--- config.mk ---
export PLATFORM = sky130hd
export DESIGN_NAME = rotsel_rotator
export DESIGN_NICKNAME = d
export VERILOG_FILES = /design/src/rtl/rotsel_pkg.sv /design/src/rtl/rotsel_source_map.sv /design/src/rtl/rotsel_bus_line.sv /design/src/rtl/rotsel_rotator.sv
export SDC_FILE = /design/constraint.sdc
export NUM_CORES = 1
export LEC_CHECK = 0
export BUFFER_PORTS_ARGS = -buffer_cell sky130_fd_sc_hd__buf_4
export CORE_AREA = 10 10 47 49
export DETAILED_ROUTE_END_ITERATION = 8
export DIE_AREA = 0 0 57 59
export PLACE_DENSITY = 0.3
export REMOVE_ABC_BUFFERS = 1
export SYNTH_ARGS = -nofsm -noshare
export SYNTH_HDL_FRONTEND = slang
export SYNTH_SLANG_ARGS = --single-unit
--- constraint.sdc ---
create_clock -name vclk -period 0.8
set_input_delay 0.16 -clock vclk [all_inputs]
set_output_delay 0.16 -clock vclk [all_outputs]
set_load 0.01 [all_outputs]
--- src/rtl/rotsel_pkg.sv ---
package rotsel_pkg;

    localparam int unsigned ROTSEL_MAX_W = 32;

    typedef enum logic [1:0] {
        SEL_NONE   = 2'd0,
        SEL_SINGLE = 2'd1,
        SEL_MULTI  = 2'd2
    } sel_class_e;

    function automatic sel_class_e classify_sel(input logic [ROTSEL_MAX_W-1:0] s);
        int unsigned n;
        n = 0;
        for (int b = 0; b < ROTSEL_MAX_W; b++) begin
            n += int'(s[b]);
        end
        if (n == 0)      return SEL_NONE;
        else if (n == 1) return SEL_SINGLE;
        else             return SEL_MULTI;
    endfunction

endpackage

--- src/rtl/rotsel_source_map.sv ---
module rotsel_source_map #(
    parameter int unsigned WIDTH = 4
) (
    input  logic [WIDTH-1:0]            data_i,
    output logic [WIDTH-1:0][WIDTH-1:0] cand_o
);
    // cand_o[i][k] is the bit that lane i shows when a right rotation by k is picked
    for (genvar i = 0; i < WIDTH; i++) begin : g_lane
        for (genvar k = 0; k < WIDTH; k++) begin : g_amt
            localparam int unsigned SRC = (i + k) % WIDTH;
            assign cand_o[i][k] = data_i[SRC];
        end
    end
endmodule

--- src/rtl/rotsel_bus_line.sv ---
module rotsel_bus_line #(
    parameter int unsigned WIDTH = 4
) (
    input  logic [WIDTH-1:0] cand_i,
    input  logic [WIDTH-1:0] sel_i,
    output logic             line_o
);
    logic [WIDTH-1:0] gated;

    always_comb begin
        gated  = cand_i & sel_i;
        line_o = |gated;
    end

    // a lane with no enabled driver stays low
    always_comb begin
        if (sel_i == '0) begin
            a_r4_idle_line: assert (line_o == 1'b0)
                else $error("lane driven with no select");
        end
    end

    // a high lane needs at least one high candidate
    always_comb begin
        if (line_o) begin
            a_r5_line_has_source: assert (cand_i != '0)
                else $error("lane high with no high source");
        end
    end
endmodule

--- src/rtl/rotsel_rotator.sv ---
module rotsel_rotator
    import rotsel_pkg::*;
#(
    parameter int unsigned WIDTH = 4
) (
    input  logic [WIDTH-1:0] data_i,
    input  logic [WIDTH-1:0] sel_i,
    output logic [WIDTH-1:0] rot_o
);
    logic [WIDTH-1:0][WIDTH-1:0] cand;

    rotsel_source_map #(.WIDTH(WIDTH)) u_map (
        .data_i (data_i),
        .cand_o (cand)
    );

    for (genvar i = 0; i < WIDTH; i++) begin : g_line
        rotsel_bus_line #(.WIDTH(WIDTH)) u_line (
            .cand_i (cand[i]),
            .sel_i  (sel_i),
            .line_o (rot_o[i])
        );
    end

    // Shift-based reference for the checks below
    logic [WIDTH-1:0] chk_ref;
    sel_class_e       chk_class;

    always_comb begin
        chk_class = classify_sel(ROTSEL_MAX_W'(sel_i));
        chk_ref   = '0;
        for (int k = 0; k < WIDTH; k++) begin
            if (sel_i[k]) begin
                chk_ref = chk_ref | (data_i >> k) | (data_i << (WIDTH - k));
            end
        end
    end

    always_comb begin
        // single select bit k gives right rotation by k
        if (chk_class == SEL_SINGLE) begin
            a_r3_single_rotation: assert (rot_o == chk_ref)
                else $error("rotation mismatch");
            // rotation keeps the population count
            a_r7_popcount_kept: assert ($countones(rot_o) == $countones(data_i))
                else $error("population count changed");
        end
        // bit 0 alone passes data through
        if (sel_i == WIDTH'(1)) begin
            a_r2_identity: assert (rot_o == data_i)
                else $error("identity select altered data");
        end
        // no select, no output
        if (chk_class == SEL_NONE) begin
            a_r4_zero_out: assert (rot_o == '0)
                else $error("output nonzero with empty select");
        end
        // several select bits combine by OR
        if (chk_class == SEL_MULTI) begin
            a_r5_or_of_rotations: assert (rot_o == chk_ref)
                else $error("multi-select OR mismatch");
        end
    end
endmodule

==> results.md <==
- Syn Std Cell Area: 105 µm²
- Mapped Cells: 16
- First-pass GRT wire length: 883 µm
- Commonest non-fill, non-tap cell in the layout: a22oi_2
- Setup CP Type: in2out
- Rel. slew slack: 0.903
- Setup bufs post-CTS: 0
- # DRC: 0
- WL final: 529 µm
- Synthesis Warnings: 0
- # diodes: 0
- Status: complete, but fails checks
- Worst setup margin: -19.4 ps
- Via count: 156
- # IOs: 12
- DRT iter0 DRCs: 1
- Multi-input logic area: 115 µm²
- Worst-Margin Slew: about 150 ps
- Port Buffers: 12
- CP arrival: 660 ps
- Full die area: between 3000 and 4000 µm²
- Die Wd: 57 µm
- Startpoint types: input port
- RSZ-0062 raised after global routing: true
- GRT Util Overall: 0.0290
- Worst Setup SP: data_i[2]
- Final Hold Viols: 0
- Mapped Avg Cell Area: 6.57 µm²
- Worst EP required: 640 ps
- ANT nets after route: 0
- Remaining global-route overflow: 0
- DR pass1 iterations: 2
- Tot Pwr: 174 µW
- Post-route insts no fill: 40
- Dpl hpwl: 433 µm
- Number of global-route vias before repair: 183
- Starting Density: 0.0750
- Core area: approximately 1400 µm²
- Row Count: 14
- Area delta synth->final: 164%
- Fin crit period: 819 ps
- Failing checks: negative setup slack
- Power Density: 626 nW/µm²
- Synth cell types: 3
- Placed insts: 40
- Layout cells sized above 1: 0.833
- Final setup fails: 3
- Die Span Y: between 50 and 60 µm
- Antenna violations before repair: 0
- GPL Wtd Cong: 0.820
- P_leak: roughly 0.11 nW
- Worst-path fanout max: 4
- Maximum number of pins on one net before global-route repair: 5
- Average wire per standard cell: 13.2 µm
- Clock buffer count: 0
- Max VDD drop: 75.0 µV
- HP Start: data_i[2]
- Max Freq: 1220 MHz
- Hold WC Path Type: in2out
- Max_cap viols: 0
- Sequential cell area fraction in the yosys report: 0
- Nets: 34
- WHS: 619 ps
- Most frequent cells in the layout: 8 x a22oi_2, 6 x buf_6, 4 x nand2_1, 4 x buf_8, 2 x buf_4
- Reg area: 0 µm²
- Routed vias/inst: between 3 and 4
- Sequential cells: 0
- Crit share post-route: 1.02
- Slew Viols, Final: 0
- Filler Cells Inserted: 160
- CP endpoint kind: primary output
==> synth_stat cells, drive strengths merged <==
cell,instances,area (µm²)
a22oi,8,60.1
buf,4,30.0
nand2,4,15.0
==> worst paths after layout <==
path / slack, ps / to / cells past startpoint
min: 620 / rot_o[1] / 4
max: -20 / rot_o[0] / 4
==> report_power, final <==
group / switching [mW] / internal, mW / total (mW)
sequential: 0 / 0 / 0
clock: 0 / 0 / 0
combinational: 0.0690 / 0.105 / 0.174
total: 0.0690 / 0.105 / 0.174
==> stage by stage <==
stage          area [µm²]   util  setup TNS, ps  setup slack, ps
2_1_floorplan        75.1      -              0              216
3_3_place_gp          185  0.132           -206            -57.9
3_5_place_dp          185  0.132           -209            -79.2
4_1_cts               262  0.187          -53.8            -26.3
5_1_grt               278  0.198           -181            -50.8
6_report              278  0.198          -38.2            -19.4
==> kinds of logic (layout without fill, tap and decap cells) <==
logic type,Yosys count,count (layout),share of synthesized area
AO/OA/AOI/OAI,8,8,0.571
buffers and inverters,4,12,0.286
AND/OR/NAND/NOR,4,4,0.143
==> routing by layer <==
metal	track usage	up-vias	part of all wire
li1	-	76	-
met1	0.0240	70	0.29
met2	0.0620	10	0.54
met3	0.0150	0	0.17
met4	0	0	0
met5	0	-	0
==> worst max-delay path, stage by stage <==
cell	delay (ps)
buf_8	110
a22oi_2	180
nand2_1	90
buf_6	120
==> cell type report <==
class,count,share of cell area
Multi-Input combinational cell,12,0.414
Tap cell,16,0.0721
Timing Repair Buffer,12,0.514
==> repair_timing <==
action                                  in CTS  in global routing
gates resized for setup                     18                  4
endpoints found under the setup margin       4                  4
pin swaps                                    7                  4
hold buffers                                 0                  0
No activity file was read; power rests on OpenSTA's default activity.
